===== src/rtl/clock_repl_pkg.sv =====
package clock_repl_pkg;

  typedef enum logic {
    SCAN_IDLE = 1'b0,
    SCAN_RUN  = 1'b1
  } scanState_t;

  // Per-cycle commands from the scan control to the frame datapath
  typedef struct packed {
    logic clearUse;  // clear use bit of the frame under the hand
    logic stepHand;  // move the hand one frame forward
    logic capture;   // latch the frame under the hand as victim, step hand
  } scanStrobes_t;

endpackage


===== src/rtl/clock_frame_store.sv =====
module clock_frame_store
  import clock_repl_pkg::*;
#(
  parameter int NUM_FRAMES = 8,
  localparam int FRAME_W = (NUM_FRAMES > 1) ? $clog2(NUM_FRAMES) : 1
) (
  input  logic                  clk,
  input  logic                  rst_n,
  input  logic                  loadValid,
  input  logic [FRAME_W-1:0]    loadFrame,
  input  logic                  refValid,
  input  logic [FRAME_W-1:0]    refFrame,
  input  logic                  lockValid,
  input  logic [FRAME_W-1:0]    lockFrame,
  input  logic                  unlockValid,
  input  logic [FRAME_W-1:0]    unlockFrame,
  input  logic [NUM_FRAMES-1:0] frameDirty,
  input  scanStrobes_t          strobes,
  output logic                  curUse,
  output logic                  curLock,
  output logic [FRAME_W-1:0]    hand,
  output logic [NUM_FRAMES-1:0] useBits,
  output logic [NUM_FRAMES-1:0] lockBits,
  output logic [FRAME_W-1:0]    victimFrame,
  output logic                  victimWriteBack
);

  localparam logic [FRAME_W-1:0] LAST_FRAME = FRAME_W'(NUM_FRAMES - 1);

  logic [NUM_FRAMES-1:0] useNext;
  logic [NUM_FRAMES-1:0] lockNext;
  logic [FRAME_W-1:0]    handPlusOne;

  // Per-frame next-state: a reference or load overrides a scan clear
  for (genvar i = 0; i < NUM_FRAMES; i++) begin : g_frame
    logic isHand;
    logic setUse;
    logic setLock;
    logic clrLock;
    assign isHand  = (hand == FRAME_W'(i));
    assign setUse  = (loadValid && loadFrame == FRAME_W'(i)) ||
                     (refValid && refFrame == FRAME_W'(i));
    assign setLock = lockValid && lockFrame == FRAME_W'(i);
    assign clrLock = unlockValid && unlockFrame == FRAME_W'(i);
    assign useNext[i]  = setUse | (useBits[i] & ~(strobes.clearUse & isHand));
    assign lockNext[i] = setLock | (lockBits[i] & ~clrLock);
  end

  assign handPlusOne = (hand == LAST_FRAME) ? '0 : hand + 1'b1;
  assign curUse      = useBits[hand];
  assign curLock     = lockBits[hand];

  always_ff @(posedge clk) begin
    if (!rst_n) begin
      useBits         <= '0;
      lockBits        <= '0;
      hand            <= '0;
      victimFrame     <= '0;
      victimWriteBack <= 1'b0;
    end else begin
      useBits  <= useNext;
      lockBits <= lockNext;
      if (strobes.stepHand || strobes.capture) begin
        hand <= handPlusOne;
      end
      if (strobes.capture) begin
        victimFrame     <= hand;
        victimWriteBack <= frameDirty[hand];
      end
    end
  end

endmodule


===== src/rtl/clock_scan_ctrl.sv =====
module clock_scan_ctrl
  import clock_repl_pkg::*;
#(
  parameter int NUM_FRAMES = 8
) (
  input  logic         clk,
  input  logic         rst_n,
  input  logic         victimReq,
  input  logic         curUse,
  input  logic         curLock,
  output scanStrobes_t strobes,
  output logic         busy,
  output logic         victimValid,
  output logic         allLockedErr
);

  localparam int SCAN_LIMIT = 2 * NUM_FRAMES;
  localparam int CNT_W      = $clog2(SCAN_LIMIT + 1);
  localparam logic [CNT_W-1:0] LAST_EXAM = CNT_W'(SCAN_LIMIT - 1);

  scanState_t       state;
  logic [CNT_W-1:0] examCnt;

  // Decision on the frame under the hand
  always_comb begin
    strobes = '0;
    if (state == SCAN_RUN) begin
      if (curLock) begin
        strobes.stepHand = 1'b1;
      end else if (curUse) begin
        strobes.clearUse = 1'b1;
        strobes.stepHand = 1'b1;
      end else begin
        strobes.capture = 1'b1;
      end
    end
  end

  assign busy = (state == SCAN_RUN);

  always_ff @(posedge clk) begin
    if (!rst_n) begin
      state        <= SCAN_IDLE;
      examCnt      <= '0;
      victimValid  <= 1'b0;
      allLockedErr <= 1'b0;
    end else begin
      victimValid  <= 1'b0;
      allLockedErr <= 1'b0;
      case (state)
        SCAN_IDLE: begin
          if (victimReq) begin
            state   <= SCAN_RUN;
            examCnt <= '0;
          end
        end
        SCAN_RUN: begin
          if (strobes.capture) begin
            victimValid <= 1'b1;
            state       <= SCAN_IDLE;
          end else if (examCnt == LAST_EXAM) begin
            allLockedErr <= 1'b1;
            state        <= SCAN_IDLE;
          end else begin
            examCnt <= examCnt + 1'b1;
          end
        end
        default: state <= SCAN_IDLE;
      endcase
    end
  end

endmodule


===== src/rtl/clock_victim_selector.sv =====
module clock_victim_selector
  import clock_repl_pkg::*;
#(
  parameter int NUM_FRAMES = 8,
  localparam int FRAME_W = (NUM_FRAMES > 1) ? $clog2(NUM_FRAMES) : 1
) (
  input  logic                  clk,
  input  logic                  rst_n,
  input  logic                  loadValid,
  input  logic [FRAME_W-1:0]    loadFrame,
  input  logic                  refValid,
  input  logic [FRAME_W-1:0]    refFrame,
  input  logic                  lockValid,
  input  logic [FRAME_W-1:0]    lockFrame,
  input  logic                  unlockValid,
  input  logic [FRAME_W-1:0]    unlockFrame,
  input  logic [NUM_FRAMES-1:0] frameDirty,
  input  logic                  victimReq,
  output logic                  busy,
  output logic                  victimValid,
  output logic [FRAME_W-1:0]    victimFrame,
  output logic                  victimWriteBack,
  output logic                  allLockedErr
);

  scanStrobes_t          strobes;
  logic                  curUse;
  logic                  curLock;
  logic [FRAME_W-1:0]    hand;
  logic [NUM_FRAMES-1:0] useBits;
  logic [NUM_FRAMES-1:0] lockBits;

  clock_scan_ctrl #(.NUM_FRAMES(NUM_FRAMES)) u_ctrl (
    .clk          (clk),
    .rst_n        (rst_n),
    .victimReq    (victimReq),
    .curUse       (curUse),
    .curLock      (curLock),
    .strobes      (strobes),
    .busy         (busy),
    .victimValid  (victimValid),
    .allLockedErr (allLockedErr)
  );

  clock_frame_store #(.NUM_FRAMES(NUM_FRAMES)) u_store (
    .clk             (clk),
    .rst_n           (rst_n),
    .loadValid       (loadValid),
    .loadFrame       (loadFrame),
    .refValid        (refValid),
    .refFrame        (refFrame),
    .lockValid       (lockValid),
    .lockFrame       (lockFrame),
    .unlockValid     (unlockValid),
    .unlockFrame     (unlockFrame),
    .frameDirty      (frameDirty),
    .strobes         (strobes),
    .curUse          (curUse),
    .curLock         (curLock),
    .hand            (hand),
    .useBits         (useBits),
    .lockBits        (lockBits),
    .victimFrame     (victimFrame),
    .victimWriteBack (victimWriteBack)
  );

endmodule


===== config.mk =====
export PLATFORM = sky130hd
export DESIGN_NAME = clock_victim_selector
export DESIGN_NICKNAME = d
export VERILOG_FILES = /design/src/rtl/clock_repl_pkg.sv /design/src/rtl/clock_frame_store.sv /design/src/rtl/clock_scan_ctrl.sv /design/src/rtl/clock_victim_selector.sv
export SDC_FILE = /design/constraint.sdc
export NUM_CORES = 1
export LEC_CHECK = 0
export BUFFER_PORTS_ARGS = -buffer_cell sky130_fd_sc_hd__buf_2
export CAP_MARGIN = 20
export CELL_PAD_IN_SITES_DETAIL_PLACEMENT = 0
export CELL_PAD_IN_SITES_GLOBAL_PLACEMENT = 1
export CORE_MARGIN = 5
export CORE_UTILIZATION = 41
export DETAILED_ROUTE_END_ITERATION = 7
export GPL_ROUTABILITY_DRIVEN = 0
export GPL_TIMING_DRIVEN = 0
export PLACE_DENSITY_LB_ADDON = 0.3
export SYNTH_ARGS = -nofsm -noshare
export SYNTH_HDL_FRONTEND = slang
export SYNTH_SLANG_ARGS = --single-unit

===== constraint.sdc =====
create_clock -name clk -period 2.2 [get_ports clk]
set_clock_uncertainty 0.1 [all_clocks]
set_input_delay 0.55 -clock clk [delete_from_list [all_inputs] [get_ports clk]]
set_output_delay 0.55 -clock clk [all_outputs]
set_load 0.01 [all_outputs]

-- After elaboration in Yosys (flattened, before gate mapping)
Index checks and enable logic that the tools add are counted.
- logic and storage cells: 181
- register bits: 31
- output and inout bits: 7
- input port bits: 27
- reduce and logical (&&, ||, !) cells: 49
- equality and inequality tests: 39
- $add $sub $neg: 2
- magnitude comparators: 1
- bitwise gates (word level): 58
- muxes and demuxes: 23
- operator list (kind ; count):
    $eq A3 B3 Y1 const B ; 20
    $logic_and A1 B1 Y1 ; 32
    $eq A3 B2 Y1 const B ; 10
    $and A1 B1 Y1 ; 24
    $not A1 Y1 ; 18
    $or A1 B1 Y1 ; 16
    $eq A3 B1 Y1 const B ; 5
    $logic_not A3 Y1 ; 5
    $mux W5 ; 3
    $mux W1 ; 12
    $pmux W5 S2 ; 1
    $bmux W1 S3 ; 3
    $logic_or A1 B1 Y1 ; 9
    $mux W3 ; 2
    $ne A2 B2 Y1 const B ; 3
    $add A5 B1 Y5 const B ; 1
    $eq A5 B4 Y1 const B ; 1
    $lt A3 B4 Y1 const B ; 1
    $add A3 B1 Y3 const B ; 1
    $reduce_and A3 Y1 ; 1
    $reduce_or A3 Y1 ; 1
    $mux W2 ; 1
    $pmux W1 S2 ; 1
    $reduce_and A2 Y1 ; 1

-- Logic depth before layout (Yosys ltp)
- word-level depth: 9
- mapped depth: 8
- mapped depth without buffers: 8

-- Modules after synthesis
Synthesis repeated with hierarchy kept, for this count alone.
- cell total of the unflattened synthesis: 190
- area, all modules: 1659.1 µm²
- modules (own cells, without submodules) (module ; seq. area each (µm²) ; area each (µm²) ; instances ; cells an instance):
    clock_frame_store ; 460.4 ; 1260.0 ; 1 ; 146
    clock_scan_ctrl ; 160.2 ; 399.1 ; 1 ; 44

-- Worst setup path after synthesis
Ideal clock, no wire load.
- kind: flip-flop to flip-flop
- from: register u_store.hand[0]
- to: register u_ctrl.allLockedErr
- setup time: 117 ps
- period minus slack after synthesis: 1975 ps
- path slack: 225 ps
- stages on the path, launching flop included: 7
- required time: 1983 ps
- path buffers: 2
- data arrival time: 1758 ps
- cells stage by stage: dfxtp_1 > buf_6 > mux4_1 > mux2i_4 > nand3_2 > buf_6 > and4_2
- word-level cells in the longest chain between the ends: 6
- elaborated cells between the ends (all ways): 8
- classes of those cells: mux (7); reduce/logical (1)
- RTL lines (element ; RTL line ; RTL):
    start: declaration ; clock_frame_store.sv:21 ; output logic [FRAME_W-1:0] hand,
    start signal: assignment ; clock_frame_store.sv:64 ; hand <= handPlusOne;
    $bmux W1 S3 ; clock_frame_store.sv:50 ; assign curUse = useBits[hand];
    $mux W1 (implied by the code) ; clock_frame_store.sv:50 ;
    $mux W1 ; clock_scan_ctrl.sv:30 ; end else if (curUse) begin
    $mux W1 (*) ; clock_scan_ctrl.sv:28 ; if (curLock) begin
    $mux W3 (*) ; clock_scan_ctrl.sv:27 ; if (state == SCAN_RUN) begin
    $reduce_or A3 Y1 (no line) (*) ; -- ;
    end signal: assignment ; clock_scan_ctrl.sv:46 ; allLockedErr <= 1'b0;
    end signal: assignment ; clock_scan_ctrl.sv:49 ; allLockedErr <= 1'b0;
    end signal: assignment ; clock_scan_ctrl.sv:62 ; allLockedErr <= 1'b1;
    end: declaration ; clock_scan_ctrl.sv:14 ; output logic allLockedErr
Every way passes the cells marked *; elsewhere a longest branch is shown, timed or not. The select of a mux whose other input is x is not followed.
A chain may end at the register's enable or synchronous reset.

-- Worst setup path in the final report
- from: register u_store.hand[0]
- to: register u_store.useBits[1]
- word-level cells in the longest chain between the ends: 9
- elaborated cells between the ends (all ways): 12
- classes of those cells: eq/ne (1); mux (7); bitwise (4)
- RTL lines (element ; RTL line ; RTL):
    $bmux W1 S3 ; clock_frame_store.sv:50 ;
    $mux W1 (implied by the code) ; clock_frame_store.sv:50 ;
    $mux W2 ; clock_scan_ctrl.sv:30 ;
    $mux W1 ; clock_scan_ctrl.sv:28 ;
    $mux W3 ; clock_scan_ctrl.sv:27 ;
    $and A1 B1 Y1 (*) ; clock_frame_store.sv:45 ; assign useNext[i] = setUse | (useBits[i] & ~(strobes.clearUse & isHand));
    $not A1 Y1 (*) ; clock_frame_store.sv:45 ;
    $and A1 B1 Y1 (*) ; clock_frame_store.sv:45 ;
    $or A1 B1 Y1 (*) ; clock_frame_store.sv:45 ;
    end signal: assignment ; clock_frame_store.sv:61 ; useBits <= useNext;
    end: declaration ; clock_frame_store.sv:22 ; output logic [NUM_FRAMES-1:0] useBits,
Marks and branches as above.

==> key figures <==
Clock tree
  • CTS tree: yes
  • CTS sink count: 31
  • Total CTS buffers: 5
  • Worst-path clk slew: 0.07 ns
  • Clock Tree Root: clkbuf_8
  • Clock Latency Late Sink: 0.29 ns
  • H-tree Lvls: 2
  • CTS Buffer Depth: 2

GRT
  • Initial antenna violation count: 0
  • Remaining global-route overflow: 0
  • Vias in the first global route: 1492
  • Largest net degree at the start of global routing: 11
  • GRT Util Overall: 0.153
  • First-pass GRT wire length: 6710 um

Power and ir drop
  • Worst vdd ir: 382 uV
  • Power, Total: 0.00147 W
  • P per Cell Area: 694 mW/mm^2
  • Leakage: 0.861 nW

STA
  • Final period util: 0.931
  • Endpoints failing hold: 0
  • Min Tclk post-route: 2.05 ns
  • Least-Margin Pin Slew: 0.487 ns
  • Slew Limit Fails: 0
  • Hold slack: 0.360 ns
  • Setup TNS: 0 ns
  • RSZ-0062 raised after global routing: no
  • Setup violators final: 0
  • Max-slew headroom: 0.675
  • Fmax: 488 MHz

Critical path
  • WS Path Type: flop to flop
  • CP startpoint kind: flop
  • Worst Path Max Fanout: 9
  • Worst EP arrival: 2.16 ns
  • CP required: 2.31 ns
  • Worst Setup End Kind: flop

Final layout
  • Antenna cell count: 0
  • Multi-input logic area: 0.00105 sq mm
  • Register Area: 623 sq um
  • Share of cells above drive strength 1: 0.261
  • Fillers: 402
  • Nets: 275
  • Area grow syn2layout: 20.3%

Run status
  • Run status: finished, final reports clean

Route
  • Iteration-0 DRC Markers: 46
  • Total iterations of the first detailed-routing run: 4
  • Avg WL per Cell: 13.8 um
  • DRT antenna net count: 0
  • Via Count: 1542
  • DRC Markers: 0
  • Vias per inst: 5.30
  • Drt total wl: 4030 um

Floorplan
  • Initial core utilization: 0.431
  • Die width: 75.6 um
  • IO Pins: 34
  • Die Area: 0.00571 sq mm
  • Core Rows: 23
  • Chip height: 75.6 um
  • CORE AREA: 0.00409 sq mm

Synth
  • Syn Inst Count: 199
  • Cell area after synthesis: 0.00176 sq mm
  • Post-synthesis cell type count: 40
  • YS warnings: 0
  • #FFs+latches synth: 31
  • Mean area per synthesized cell: 8.85 sq um
  • Synth Net Count: 234
  • Sequential element share of the synthesized area: 0.352

Job
  • Max_cap viols: 0

Placement
  • IO Port Bufs: 32
  • DP HPWL: 3100 um

Min path
  • Worst hold-check path type: flop to flop
==> cells by family after synthesis <==
| family | after synthesis | share of synthesized area |
|---|---|---|
| and+or+nand+nor | 80 | 0.231 |
| DFF | 31 | 0.352 |
| AOI/OAI and AO/OA | 47 | 0.162 |
| adders and majority gates | 8 | 0.0568 |
| buffers and inverters | 17 | 0.0490 |
| muxes | 16 | 0.149 |
==> stage by stage <==
step,instances,area [sq um],worst slack [ns],util
final,291,2120,0.152,0.519
after global routing,291,2120,0.00895,0.519
after CTS,289,2100,0.0279,0.514
after detailed placement,281,1980,0.0415,0.486
after global placement,281,1980,0.0654,0.486
after floorplan,199,1760,0.225,-
==> per-layer routing <==
layer,GRT usage,wire (um)
met5,0,0
met4,0.0485,46
met3,0.0409,173
met2,0.254,1950
met1,0.193,1850
==> final timing paths <==
| path | start | endpoint | slack, ns | depth (start not counted) |
|---|---|---|---|---|
| min | u_store.victimFrame[2] | u_store.victimFrame[2] | 0.36 | 2 |
| max reg2reg | u_store.hand[0] | u_store.useBits[1] | 0.15 | 6 |
| max | u_store.hand[0] | u_store.useBits[1] | 0.15 | 6 |
| min reg2reg | u_store.victimFrame[2] | u_store.victimFrame[2] | 0.36 | 2 |
==> registers in the layout (all words and copies together) (netlist names) <==
name and count:
u_store.lockBits 8, u_store.useBits 8, u_store.hand 3, u_ctrl.victimValid 1, u_store.victimFrame 3, u_ctrl.examCnt 5, u_store.victimWriteBack 1, u_ctrl.busy 1
u_ctrl.allLockedErr 1
==> final cells by class <==
cell class / instances / share of cell area
multi-input combinational: 151 / 0.498
sequential: 31 / 0.294
timing repair buffer: 34 / 0.0826
clock buffer: 6 / 0.0390
tap: 50 / 0.0295
buffer: 7 / 0.0230
inverter: 10 / 0.0177
clock inverter: 2 / 0.0165
==> cells in the mapped netlist <==
master    number  share of area
dfxtp_1       31           0.35
nand2_1       27          0.058
a21oi_1       17          0.048
nor2_1        15          0.032
o21ai_0       13          0.037
inv_1          9          0.019
mux2i_1        9          0.051
ha_1           8          0.057
a31oi_1        7          0.025
nand3_1        7          0.020
nand2b_1       5          0.018
nor2b_1        5          0.018
mux4_1         4          0.060
nand3b_1       4          0.017
nor3_1         4          0.011
buf_6          3          0.019
and2_2         2         0.0085
buf_1          2         0.0043
clkbuf_1       2         0.0043
mux4_2         2          0.026
nand4_1        2         0.0071
o22ai_1        2         0.0071
o31ai_1        2         0.0085
a211oi_1       1         0.0043
a22oi_1        1         0.0043
a311oi_2       1         0.0085
a41oi_1        1         0.0050
and2b_2        1         0.0050
and3_1         1         0.0036
and3_2         1         0.0043
and4_2         1         0.0057
inv_2          1         0.0021
mux2i_4        1          0.013
nand2_2        1         0.0036
nand3_2        1         0.0057
nand4b_1       1         0.0050
nor3b_1        1         0.0043
o31a_1         1         0.0050
o32ai_2        1         0.0092
or2b_2         1         0.0050
==> critical path, cell delays in order (launching register included) <==
cell and delay [ns]:
dfxtp_2 0.36, buf_6 0.15, mux4_2 0.54, mux2i_4 0.22, nand3b_1 0.28, o21ai_0 0.15, a31oi_1 0.16
==> repair_timing <==
item / 4_1_cts / 5_1_grt
endpoints found under the setup margin: 0 / 15
buffers inserted: 0 / 2
gates resized for setup: 0 / 5
hold buffers: 0 / 0
==> where the power goes <==
part	internal, W	total (W)	switching, W	leakage, nW
clock	0.000366	0.000586	0.000220	0.0612
sequential	0.000591	0.000617	0.0000261	0.253
combinational	0.000125	0.000267	0.000142	0.547
total	0.00108	0.00147	0.000388	0.861
==> cells in the final DEF (no fill, tap or decap), types with 5 or more instances in the layout <==
master / instances
a21oi_1: 17
a31oi_1: 7
buf_2: 32
clkbuf_8: 6
dfxtp_1: 29
ha_1: 8
inv_1: 9
mux2i_1: 9
nand2_1: 27
nand2b_1: 5
nand3_1: 7
nor2_1: 15
nor2b_1: 5
o21ai_0: 13
No activity file was read; power rests on OpenSTA's default activity.
